===== config.mk =====
export PLATFORM = sky130hd
export DESIGN_NAME = cfg_stream_gen
export DESIGN_NICKNAME = d
export VERILOG_FILES = /design/src/rtl/cfg_gen_pkg.sv /design/src/rtl/cfg_frame_build.sv /design/src/rtl/cfg_bit_shift.sv /design/src/rtl/cfg_gen_seq.sv /design/src/rtl/cfg_stream_gen.sv
export SDC_FILE = /design/constraint.sdc
export NUM_CORES = 1
export LEC_CHECK = 0
export BUFFER_PORTS_ARGS = -buffer_cell sky130_fd_sc_hd__buf_4
export CAP_MARGIN = 10
export CORE_ASPECT_RATIO = 0.9
export CORE_UTILIZATION = 50
export CTS_BUF_LIST = sky130_fd_sc_hd__clkbuf_16
export DETAILED_ROUTE_END_ITERATION = 6
export MAX_ROUTING_LAYER = met4
export PLACE_DENSITY = 0.69
export REMOVE_ABC_BUFFERS = 1
export SLEW_MARGIN = 5
export SYNTH_ARGS = -nofsm -noshare
export SYNTH_HDL_FRONTEND = slang
export SYNTH_HIERARCHICAL = 1
export SYNTH_SLANG_ARGS = --single-unit

===== constraint.sdc =====
create_clock -name clk -period 7.5 [get_ports clk]
set_input_delay 0.375 -clock clk [delete_from_list [all_inputs] [get_ports clk]]
set_output_delay 0.375 -clock clk [all_outputs]
set_load 0.1 [all_outputs]

===== src/rtl/cfg_gen_pkg.sv =====
package cfg_gen_pkg;

  typedef enum logic [3:0] {
    PH_IDLE, PH_LEAD, PH_HDR, PH_TRAIL, PH_ID, PH_IDSTOP,
    PH_WAIT, PH_FRAME, PH_FSTOP, PH_END, PH_POST
  } phase_e;

  localparam int ADDR_W     = 11;
  localparam int LEN_W      = 24;
  localparam int ID_W       = 20;
  localparam int ID_RSV_W   = 43;
  localparam int HEAD_W     = 16;
  localparam int HDR_VEC_W  = 4 + LEN_W;
  localparam int ID_FRAME_W = 5 + ADDR_W + 1 + ID_RSV_W + ID_W;
  localparam int END_W      = 16;

  localparam logic [3:0]        PREAMBLE = 4'b0010;
  localparam logic [END_W-1:0]  END_WORD = 16'b0010011111111111;
  localparam logic [ADDR_W-1:0] ID_ADDR  = '1;

  function automatic int max2(input int a, input int b);
    return (a > b) ? a : b;
  endfunction

  // uncompressed frame length without stop bits
  function automatic int full_frame_len(input int data_w, input int align_n);
    return HEAD_W + align_n + 1 + data_w;
  endfunction

  // {odd, even}; zero when parity disabled
  function automatic logic [1:0] par_pair(input int ones, input logic en);
    logic e;
    e = ((ones % 2) == 1);
    return en ? {~e, e} : 2'b00;
  endfunction

endpackage


===== src/rtl/cfg_frame_build.sv =====
module cfg_frame_build
  import cfg_gen_pkg::*;
#(
  parameter int DATA_W  = 16,
  parameter int ALIGN_N = 2,
  parameter int LEAD_N  = 4,
  parameter int TRAIL_N = 8,
  parameter int STOP_N  = 8,
  parameter int POST_N  = 8,
  parameter int VEC_W   = 80,
  parameter int CNT_W   = 7
) (
  input  phase_e              ph,
  input  logic [LEN_W-1:0]    cfg_len,
  input  logic [ID_W-1:0]     cfg_id,
  input  logic                cfg_pe,
  input  logic [ADDR_W-1:0]   req_addr,
  input  logic                req_comp,
  input  logic [DATA_W-1:0]   req_data,
  output logic [VEC_W-1:0]    vec,
  output logic [CNT_W-1:0]    len,
  output logic                ones
);
  localparam int FULL_W = full_frame_len(DATA_W, ALIGN_N);

  logic [1:0]        id_par;
  logic [1:0]        fr_par;
  logic [HEAD_W-1:0] fr_head;

  always_comb begin
    id_par  = par_pair(ADDR_W + int'(cfg_pe) + $countones(cfg_id), cfg_pe);
    fr_par  = par_pair($countones(req_addr) + (req_comp ? 0 : $countones(req_data)), cfg_pe);
    fr_head = {1'b0, 1'b1, req_comp, fr_par, req_addr};
  end

  always_comb begin
    vec  = '0;
    len  = '0;
    ones = 1'b0;
    unique case (ph)
      PH_LEAD:   begin ones = 1'b1; len = CNT_W'(LEAD_N);  end
      PH_TRAIL:  begin ones = 1'b1; len = CNT_W'(TRAIL_N); end
      PH_IDSTOP,
      PH_FSTOP:  begin ones = 1'b1; len = CNT_W'(STOP_N);  end
      PH_POST:   begin ones = 1'b1; len = CNT_W'(POST_N);  end
      PH_HDR: begin
        vec[VEC_W-1 -: HDR_VEC_W] = {PREAMBLE, cfg_len};
        len = CNT_W'(HDR_VEC_W);
      end
      PH_ID: begin
        vec[VEC_W-1 -: ID_FRAME_W] =
          {1'b0, 1'b1, 1'b0, id_par, ID_ADDR, cfg_pe, {ID_RSV_W{1'b0}}, cfg_id};
        len = CNT_W'(ID_FRAME_W);
      end
      PH_FRAME: begin
        if (req_comp) begin
          vec[VEC_W-1 -: HEAD_W] = fr_head;
          len = CNT_W'(HEAD_W);
        end else begin
          vec[VEC_W-1 -: FULL_W] = {fr_head, {ALIGN_N{1'b0}}, 1'b1, req_data};
          len = CNT_W'(FULL_W);
        end
      end
      PH_END: begin
        vec[VEC_W-1 -: END_W] = END_WORD;
        len = CNT_W'(END_W);
      end
      default: ;
    endcase
  end

endmodule


===== src/rtl/cfg_bit_shift.sv =====
module cfg_bit_shift #(
  parameter int VEC_W = 80,
  parameter int CNT_W = 7
) (
  input  logic             clk,
  input  logic             rst_n,
  input  logic             load,
  input  logic [VEC_W-1:0] ld_vec,
  input  logic [CNT_W-1:0] ld_len,
  input  logic             ld_ones,
  input  logic             out_ready,
  output logic             out_valid,
  output logic             out_bit,
  output logic             seg_done
);
  logic [VEC_W-1:0] vec_q;
  logic [CNT_W-1:0] cnt_q;
  logic             ones_q;
  logic             fire;

  assign out_valid = (cnt_q != '0);
  assign out_bit   = (!out_valid || ones_q) ? 1'b1 : vec_q[VEC_W-1];
  assign fire      = out_valid && out_ready;
  assign seg_done  = fire && (cnt_q == CNT_W'(1));

  always_ff @(posedge clk or negedge rst_n) begin
    if (!rst_n) begin
      vec_q  <= '0;
      cnt_q  <= '0;
      ones_q <= 1'b0;
    end else if (load) begin
      vec_q  <= ld_vec;
      cnt_q  <= ld_len;
      ones_q <= ld_ones;
    end else if (fire) begin
      vec_q <= {vec_q[VEC_W-2:0], 1'b0};
      cnt_q <= cnt_q - CNT_W'(1);
    end
  end

endmodule


===== src/rtl/cfg_gen_seq.sv =====
module cfg_gen_seq
  import cfg_gen_pkg::*;
(
  input  logic   clk,
  input  logic   rst_n,
  input  logic   start,
  input  logic   id_en,
  input  logic   req_valid,
  input  logic   req_last,
  input  logic   seg_done,
  output phase_e nxt_phase,
  output logic   load,
  output logic   session_start,
  output logic   req_ready,
  output logic   done
);
  phase_e ph_q;
  logic   id_en_q;
  logic   last_q;
  logic   accept;

  assign req_ready     = (ph_q == PH_WAIT);
  assign accept        = req_ready && req_valid;
  assign session_start = (ph_q == PH_IDLE) && start;

  always_comb begin
    nxt_phase = ph_q;
    load      = 1'b0;
    unique case (ph_q)
      PH_IDLE: if (start)  begin nxt_phase = PH_LEAD;  load = 1'b1; end
      PH_WAIT: if (accept) begin nxt_phase = PH_FRAME; load = 1'b1; end
      default: if (seg_done) begin
        unique case (ph_q)
          PH_LEAD:   nxt_phase = PH_HDR;
          PH_HDR:    nxt_phase = PH_TRAIL;
          PH_TRAIL:  nxt_phase = id_en_q ? PH_ID : PH_WAIT;
          PH_ID:     nxt_phase = PH_IDSTOP;
          PH_IDSTOP: nxt_phase = PH_WAIT;
          PH_FRAME:  nxt_phase = PH_FSTOP;
          PH_FSTOP:  nxt_phase = last_q ? PH_END : PH_WAIT;
          PH_END:    nxt_phase = PH_POST;
          default:   nxt_phase = PH_IDLE;
        endcase
        load = (nxt_phase != PH_WAIT) && (nxt_phase != PH_IDLE);
      end
    endcase
  end

  always_ff @(posedge clk or negedge rst_n) begin
    if (!rst_n) begin
      ph_q    <= PH_IDLE;
      id_en_q <= 1'b0;
      last_q  <= 1'b0;
      done    <= 1'b0;
    end else begin
      ph_q <= nxt_phase;
      done <= (ph_q == PH_POST) && seg_done;
      if (session_start) id_en_q <= id_en;
      if (accept)        last_q  <= req_last;
    end
  end

endmodule


===== src/rtl/cfg_stream_gen.sv =====
module cfg_stream_gen
  import cfg_gen_pkg::*;
#(
  parameter int DATA_W  = 16,
  parameter int ALIGN_N = 2,
  parameter int LEAD_N  = 4,
  parameter int TRAIL_N = 8,
  parameter int STOP_N  = 8,
  parameter int POST_N  = 8
) (
  input  logic              clk,
  input  logic              rst_n,
  input  logic              cfg_start,
  input  logic [23:0]       cfg_len,
  input  logic              cfg_id_en,
  input  logic [19:0]       cfg_id,
  input  logic              cfg_par_en,
  input  logic              req_valid,
  output logic              req_ready,
  input  logic [10:0]       req_addr,
  input  logic              req_comp,
  input  logic              req_last,
  input  logic [DATA_W-1:0] req_data,
  output logic              out_valid,
  input  logic              out_ready,
  output logic              out_bit,
  output logic              done
);
  localparam int FULL_W = full_frame_len(DATA_W, ALIGN_N);
  localparam int VEC_W  = max2(ID_FRAME_W, FULL_W);
  localparam int RUN_MX = max2(max2(LEAD_N, TRAIL_N), max2(STOP_N, POST_N));
  localparam int CNT_W  = $clog2(max2(VEC_W, RUN_MX) + 1);

  if ((LEAD_N % 8) != 4)
    begin : g_bad_lead  $error("LEAD_N must be 8n+4"); end
  if (TRAIL_N < 8 || (TRAIL_N % 8) != 0)
    begin : g_bad_trail $error("TRAIL_N must be a positive multiple of 8"); end
  if (STOP_N < 8 || (STOP_N % 8) != 0)
    begin : g_bad_stop  $error("STOP_N must be a positive multiple of 8"); end
  if (ALIGN_N < 1 || POST_N < 1)
    begin : g_bad_misc  $error("ALIGN_N and POST_N must be at least 1"); end

  // named internal events
  phase_e           nxt_phase;
  logic             seg_load;
  logic             seg_done;
  logic             session_start;
  logic [VEC_W-1:0] bld_vec;
  logic [CNT_W-1:0] bld_len;
  logic             bld_ones;

  logic [LEN_W-1:0] len_q;
  logic [ID_W-1:0]  id_q;
  logic             pe_q;

  always_ff @(posedge clk or negedge rst_n) begin
    if (!rst_n) begin
      len_q <= '0;
      id_q  <= '0;
      pe_q  <= 1'b0;
    end else if (session_start) begin
      len_q <= cfg_len;
      id_q  <= cfg_id;
      pe_q  <= cfg_par_en;
    end
  end

  cfg_gen_seq u_seq (
    .clk           (clk),
    .rst_n         (rst_n),
    .start         (cfg_start),
    .id_en         (cfg_id_en),
    .req_valid     (req_valid),
    .req_last      (req_last),
    .seg_done      (seg_done),
    .nxt_phase     (nxt_phase),
    .load          (seg_load),
    .session_start (session_start),
    .req_ready     (req_ready),
    .done          (done)
  );

  cfg_frame_build #(
    .DATA_W (DATA_W), .ALIGN_N (ALIGN_N), .LEAD_N (LEAD_N),
    .TRAIL_N(TRAIL_N), .STOP_N (STOP_N),  .POST_N (POST_N),
    .VEC_W  (VEC_W),  .CNT_W  (CNT_W)
  ) u_build (
    .ph       (nxt_phase),
    .cfg_len  (len_q),
    .cfg_id   (id_q),
    .cfg_pe   (pe_q),
    .req_addr (req_addr),
    .req_comp (req_comp),
    .req_data (req_data),
    .vec      (bld_vec),
    .len      (bld_len),
    .ones     (bld_ones)
  );

  cfg_bit_shift #(.VEC_W(VEC_W), .CNT_W(CNT_W)) u_shift (
    .clk       (clk),
    .rst_n     (rst_n),
    .load      (seg_load),
    .ld_vec    (bld_vec),
    .ld_len    (bld_len),
    .ld_ones   (bld_ones),
    .out_ready (out_ready),
    .out_valid (out_valid),
    .out_bit   (out_bit),
    .seg_done  (seg_done)
  );

endmodule


==> results of run 1 <==
placed cells by master, fill, tap and decap left out, drive strengths merged, types with 10 or more instances in the layout:
| cell type | count |
|---|---|
| nand2 | 184 |
| dfrtp | 140 |
| buf | 92 |
| o211ai | 84 |
| o2111ai | 82 |
| mux2 | 48 |
| xnor2 | 41 |
| and2 | 29 |
| conb | 26 |
| a21oi | 25 |
| clkbuf | 17 |
| nor2 | 15 |
| o22ai | 13 |
| a22o | 11 |
| clkinv | 10 |
layout make-up:
cell class / instances / area [sq um]
Inverter: 8 / 32.5
Sequential cell: 140 / 3500
Tap cell: 235 / 294
Multi-Input combinational cell: 629 / 4700
Timing Repair Buffer: 93 / 717
Clock buffer: 17 / 425
Fill cell: 1492 / 7210
Clock inverter: 15 / 179
state kept, by name, indices dropped and copies added, names as in the netlist:
signal          count
u_seq/ph_q          4
u_seq/last_q        1
pe_q                1
u_shift/cnt_q       7
id_q               20
u_shift/ones_q      1
len_q              24
u_shift/vec_q      80
u_seq/done          1
u_seq/id_en_q       1
worst register-to-register path: stages, from the launching register on:
cell and delay (ns):
dfrtp_1 0.43, or4_2 0.70, nor4_1 0.26, buf_4 0.21, o311ai_0 0.12, o211ai_1 0.61, inv_1 0.43, nor4_4 1.04
a22o_2 0.31, nand2_1 0.06, o211ai_2 0.09
layer usage:
| metal | vias to the layer above | global-route usage, % |
|---|---|---|
| li1 | 3158 | - |
| met1 | 3183 | 32.1 |
| met2 | 146 | 31.8 |
| met3 | 13 | 4.15 |
| met4 | 0 | 4.62 |
| met5 | - | - |
metrics by stage:
step | area (sq um) | power [W] | utilization, % | hold WS [ns]
after floorplan | 8210 | 0.00237 | - | 0.0794
after global placement | 9220 | 0.00272 | 54.0 | 0.428
after detailed placement | 9220 | 0.00275 | 54.0 | 0.428
after CTS | 9830 | 0.00364 | 57.6 | 0.171
after global routing | 9850 | 0.00385 | 57.7 | 0.167
final | 9850 | 0.00362 | 57.7 | 0.187
cell families (layout without fill, tap and decap cells):
logic type	count (synthesis)	in the layout	synth area share, %
simple gates	261	261	13.3
compound gates	244	244	25.6
flops	140	140	39.7
buf+inv	124	133	8.50
mux	48	48	7.86
xor+xnor	47	47	4.66
fa+ha+maj	3	3	0.425
other cells	1	26	0.0425
worst min path at each step:
stage | start | endpoint | slack [ns]
after floorplan | rst_n | id_q[0]$_DFFE_PN0P_ | 0.08
after global placement | rst_n | u_seq/done$_DFF_PN0_ | 0.43
after detailed placement | rst_n | u_seq/done$_DFF_PN0_ | 0.43
after CTS | cfg_id[3] | id_q[3]$_DFFE_PN0P_ | 0.17
after global routing | cfg_id[3] | id_q[3]$_DFFE_PN0P_ | 0.17
final | cfg_id[3] | id_q[3]$_DFFE_PN0P_ | 0.19
where the power goes:
group | total, W | switching [W] | internal, W
combinational | 0.00146 | 0.000772 | 0.000687
clock | 0.000865 | 0.000315 | 0.000550
sequential | 0.00129 | 0.000232 | 0.00106
total | 0.00362 | 0.00132 | 0.00230
==> reports/metrics.yaml, run 1 <==
status: "finished, final reports clean"
vias: 6500
hold_buffers: 1
routed.top_layer: "met4"
antenna_found_initial: 0
final.min_clock_period_ns: 4.34
tns_ns: 0
initial_core_util_pct: 51.8
rsz0062_at_grt: "false"
synth_commonest_cells: "nand2_1 (184), dfrtp_1 (140), o2111ai_1 (82)"
syn_inst: 868
critical_path.startpoint: "u_shift/cnt_q[3]$_DFFE_PN0P_"
worstHoldPathType: "primary input to flip-flop"
postCtsSetupBuffers: 0
routed_wirelength_microns: 18900
nets: 972
crit_type: "flip-flop to flip-flop"
clkTransAtPathRegs_ns: 0.06
dieArea_sq_um: 18200
ys_seq_elements: 140
critPathBufInv: 2
relSlewSlack_pct: 22.9
die_height_microns: 128
cts.sinks: 140
antenna_cells: 0
grt_max_degree: 135
wl_met3_microns: 701
row_count: 45
h-tree-depth: 4
cts_tree: "built"
setup_violations: 0
ir_drop_uv: 246
wl_met1_microns: 9460
postCtsResizedCells: 0
crit_path_end_kind: "flip-flop"
grt_usage_pct: 22.1
fin_cells: 1137
place_ws_ns: 3.04
dpl.cell_count: 1103
finalHoldViolCount: 0
post_drt_wl_per_cell_microns: 16.6
drv_cap: 0
cp_num_cells: 10
hold_depth: 2
yosys_warnings: 6
async_reset_ff_share_pct: 100
endpoint: "u_shift/vec_q[59]$_DFFE_PN0P_"
crit_path_start_kind: "flip-flop"
viasPerCell: 5.72
gp_congestion: 0.840
tightestPinTransition_ns: 1.15
pwr_density_cell_nw_per_um2: 367
path_max_fanout: 20
crit_chain: "or4_2 -> nor4_1 -> buf_4 -> o311ai_0 -> o211ai_1 -> inv_1 -> nor4_4 -> a22o_2 -> nand2_1 -> o211ai_2"
synth-main-ff-cell: "dfrtp_1"
post-route-drc-count: 0
critPathMaxStageDelay_ns: 1.04
ff2ff_path_depth: 10
area_growth_syn_to_layout_pct: 11.5
critPathTopFamily: "simple AND/OR/NAND/NOR gates"
fin_ws_ns: 3.16
synth.most_common_cell: "nand2_1"
root_buffer: "clkbuf_16"
worstSkewPairLatency_ns: 0.41
fin_skew_ns: 0.00845
r2r_start: "u_shift/cnt_q[3]$_DFFE_PN0P_"
drive_gt1_share_pct: 29.7
drt-initial-drc-count: 656
worst_path_max_delay_cell: "nor4_4"
regToRegSetupSlack_ns: 3.16
drv_slew: 0
grt_pass1_vias: 6093
num_io_pins: 84
port_buffers: 83
worstPathArrival_ns: 4.68
syn-mean-instance-area_sq_um: 10.2
grt_pass1_wl_microns: 31200
yosys.area.top_type_share_pct: 39.7
fp.coreArea_sq_um: 17100
first_pass_iters: 5
wl_met2_microns: 8600
synth_cell_types: 55
die_w_microns: 142
finalCritPeriodShare_pct: 57.9
postRouteAntennaNets: 0
ys_seq_area_share_pct: 39.7
grt_remaining_overflow: 0
synth.area.top_cells: "dfrtp_1 (40%), o211ai_2 (11%), o2111ai_1 (8.1%)"
hpwlAfterDp_microns: 11200
synth_edf_count: 0
synth_area_sq_um: 8830
timing.fmax_mhz: 230
yosysTopAreaCell: "dfrtp_1"
r2r-end: "u_shift/vec_q[59]$_DFFE_PN0P_"
p_leak_nw: 4.30
clock_path_buffers: 2
numCtsBuffers: 17
critPathRequiredTime_ns: 7.84
(Power assumes the default switching activity.)
==> run 2: changes to the inputs <==
--- a/config.mk
+++ b/config.mk
@@ -5,6 +5,7 @@
 export SDC_FILE = /design/constraint.sdc
 export NUM_CORES = 1
 export LEC_CHECK = 0
+export ABC_AREA = 1
 export BUFFER_PORTS_ARGS = -buffer_cell sky130_fd_sc_hd__buf_4
 export CAP_MARGIN = 10
 export CORE_ASPECT_RATIO = 0.9
==> constraint.sdc (replaced) <==
create_clock -name clk -period 4 [get_ports clk]
set_input_delay 0.2 -clock clk [delete_from_list [all_inputs] [get_ports clk]]
set_output_delay 0.2 -clock clk [all_outputs]
set_load 0.1 [all_outputs]
==> run 2 against run 1 <==
  * Total power grew 65%
  * Clock power grew 73%
  * First-iteration DRC count shrank 38%
  * Maximum frequency grew 24%
  * Clock-buffer cell count unchanged
  * Worst setup slack worse by 2.7 ns
  * Highest routed layer unchanged
  * Sequential cell count stayed put
  * Non-clock buffer count rose by 48
  * Critical endpoint is now u_shift/vec_q[57]$_DFFE_PN0P_
  * Die area is 3.5% lower
==> reports/metrics.yaml, run 2 <==
status: "finished, final reports clean"
numCtsBuffers: 17
tightestPinTransition_ns: 0.902
crit_path_start_kind: "flip-flop"
num_io_pins: 84
post-route-drc-count: 0
largest_reg_flops: 80
layout_commonest_cell: "nand2_1"
vias: 7130
path_max_fanout: 14
ys_seq_elements: 140
top_register: "u_shift/vec_q"
postRouteAntennaNets: 0
antenna_found_initial: 0
cts.sinks: 140
placed_area_sq_um: 9030
final_cell_mix: "nand2_1 (442), inv_1 (147), dfrtp_1 (140)"
gp_congestion: 0.864
tns_ns: 0
total_power_w: 0.00597
ys_seq_area_share_pct: 41.1
yosysTopAreaCell: "dfrtp_1"
yosys.area.top_type_share_pct: 41.1
p_leak_nw: 5.01
root_buffer: "clkbuf_16"
dpl.cell_count: 1412
viasPerCell: 4.79
finalHoldViolCount: 0
critPathRequiredTime_ns: 4.35
h-tree-depth: 4
grt_remaining_overflow: 0
synth_area_sq_um: 8520
synth_commonest_cells: "nand2_1 (443), inv_1 (145), dfrtp_1 (140)"
fp.coreArea_sq_um: 16400
nets: 1353
post_drt_wl_per_cell_microns: 12.0
rsz0062_at_grt: "false"
syn-mean-instance-area_sq_um: 7.30
postCtsResizedCells: 0
routed_wirelength_microns: 17800
initial_core_util_pct: 51.9
worstHoldPathType: "primary input to flip-flop"
syn_inst: 1167
hold_buffers: 46
port_buffers: 83
grt_max_degree: 171
grt_pass1_wl_microns: 30800
drv_cap: 0
postCtsSetupBuffers: 0
synth_edf_count: 0
dieArea_sq_um: 17600
synth.most_common_cell: "nand2_1"
crit_type: "flip-flop to flip-flop"
drive_gt1_share_pct: 17.7
hold_depth: 3
pwr_density_cell_nw_per_um2: 594
timing.fmax_mhz: 286
die_height_microns: 126
grt_pass1_vias: 6622
fin_cells: 1490
drv_slew: 0
ff2ff_path_depth: 17
final.min_clock_period_ns: 3.50
drt-initial-drc-count: 410
crit_path_end_kind: "flip-flop"
top_regs: "u_shift/vec_q x80, len_q x24, id_q x20"
area_growth_syn_to_layout_pct: 17.9
cts_tree: "built"
fin_skew_ns: 0.00895
finish.instance_area_sq_um: 10000
setup_violations: 0
row_count: 44
relSlewSlack_pct: 39.9
synth.area.top_cells: "dfrtp_1 (41%), nand2_1 (20%), o21ai_2 (6.7%)"
yosys_warnings: 6
final_util_pct: 61.2
worstSkewPairLatency_ns: 0.42
antenna_cells: 0
first_pass_iters: 5
worstPathArrival_ns: 3.84
ir_drop_uv: 387
hpwlAfterDp_microns: 11300
finalCritPeriodShare_pct: 87.4
die_w_microns: 140
synth-main-ff-cell: "dfrtp_1"
synth_cell_types: 39
clock_path_buffers: 2
grt_usage_pct: 22.3
async_reset_ff_share_pct: 100
clkTransAtPathRegs_ns: 0.06
-- run 2: worst paths after layout --
kind,from,end,slack [ns]
worst max register to register,u_shift/cnt_q[0]$_DFFE_PN0P_,u_shift/vec_q[57]$_DFFE_PN0P_,0.50
max in group asynchronous,rst_n,u_shift/vec_q[75]$_DFFE_PN0P_,2.61
worst min-delay path,cfg_len[6],len_q[6]$_DFFE_PN0P_,0.02
min in group asynchronous,rst_n,u_seq/last_q$_DFFE_PN0P_,0.41
worst min register to register,u_shift/ones_q$_DFFE_PN0P_,u_shift/ones_q$_DFFE_PN0P_,0.47
worst max-delay path,u_shift/cnt_q[0]$_DFFE_PN0P_,u_shift/vec_q[57]$_DFFE_PN0P_,0.50
-- run 2: logic make-up (layout without fill, tap and decap cells) --
group                      after synthesis  after routing  share of synthesized area (%)
and+or+nand+nor                        579            579                           27.8
AOI/OAI and AO/OA                      184            184                           14.1
other                                    1             26                         0.0440
DFF                                    140            140                           41.1
buffers and inverters                  237            328                           14.2
adders and majority gates                3              3                          0.441
xor gates and xnor gates                23             23                           2.36
-- run 2: area by class of cell --
class,instances,area [sq um]
sequential,140,3500
clock buffer,17,425
multi-input combinational,815,3920
tap,207,259
clock inverter,15,135
fill,1472,6360
inverter,155,589
timing repair buffer,141,1210
-- run 2: per-layer routing --
layer  vias up  wire length [microns]  GRT usage (%)
met3        13                    604           4.41
li1       3738                      -              -
met5         -                      0              -
met4         0                    129           5.24
met1      3269                   8690           29.2
met2       110                   8430           35.6
-- run 2: metrics by stage --
stage          hold WS, ns  setup WS, ns
2_1_floorplan      -0.0956         -1.79
3_3_place_gp         0.359         0.653
3_5_place_dp         0.365         0.532
4_1_cts            0.00410         0.516
5_1_grt            0.00547        0.0687
6_report            0.0202         0.505
-- run 2: power by group --
| part | switching, W | internal [W] |
|---|---|---|
| logic | 0.00158 | 0.000837 |
| registers | 0.000206 | 0.00184 |
| clock network | 0.000600 | 0.000904 |
-- run 2: critical path: stages, from the launching register on --
cell	delay, ns
dfrtp_1	0.36
inv_1	0.09
ha_1	0.22
inv_1	0.06
nor2_2	0.05
nand2_4	0.08
nand2_4	0.07
nor2_1	0.42
o21ai_0	0.14
a41oi_1	0.44
nand3_1	0.27
inv_1	0.46
buf_4	0.28
a22o_1	0.16
nand2_1	0.06
o21ai_0	0.11
nand2_1	0.09
o21ai_2	0.06
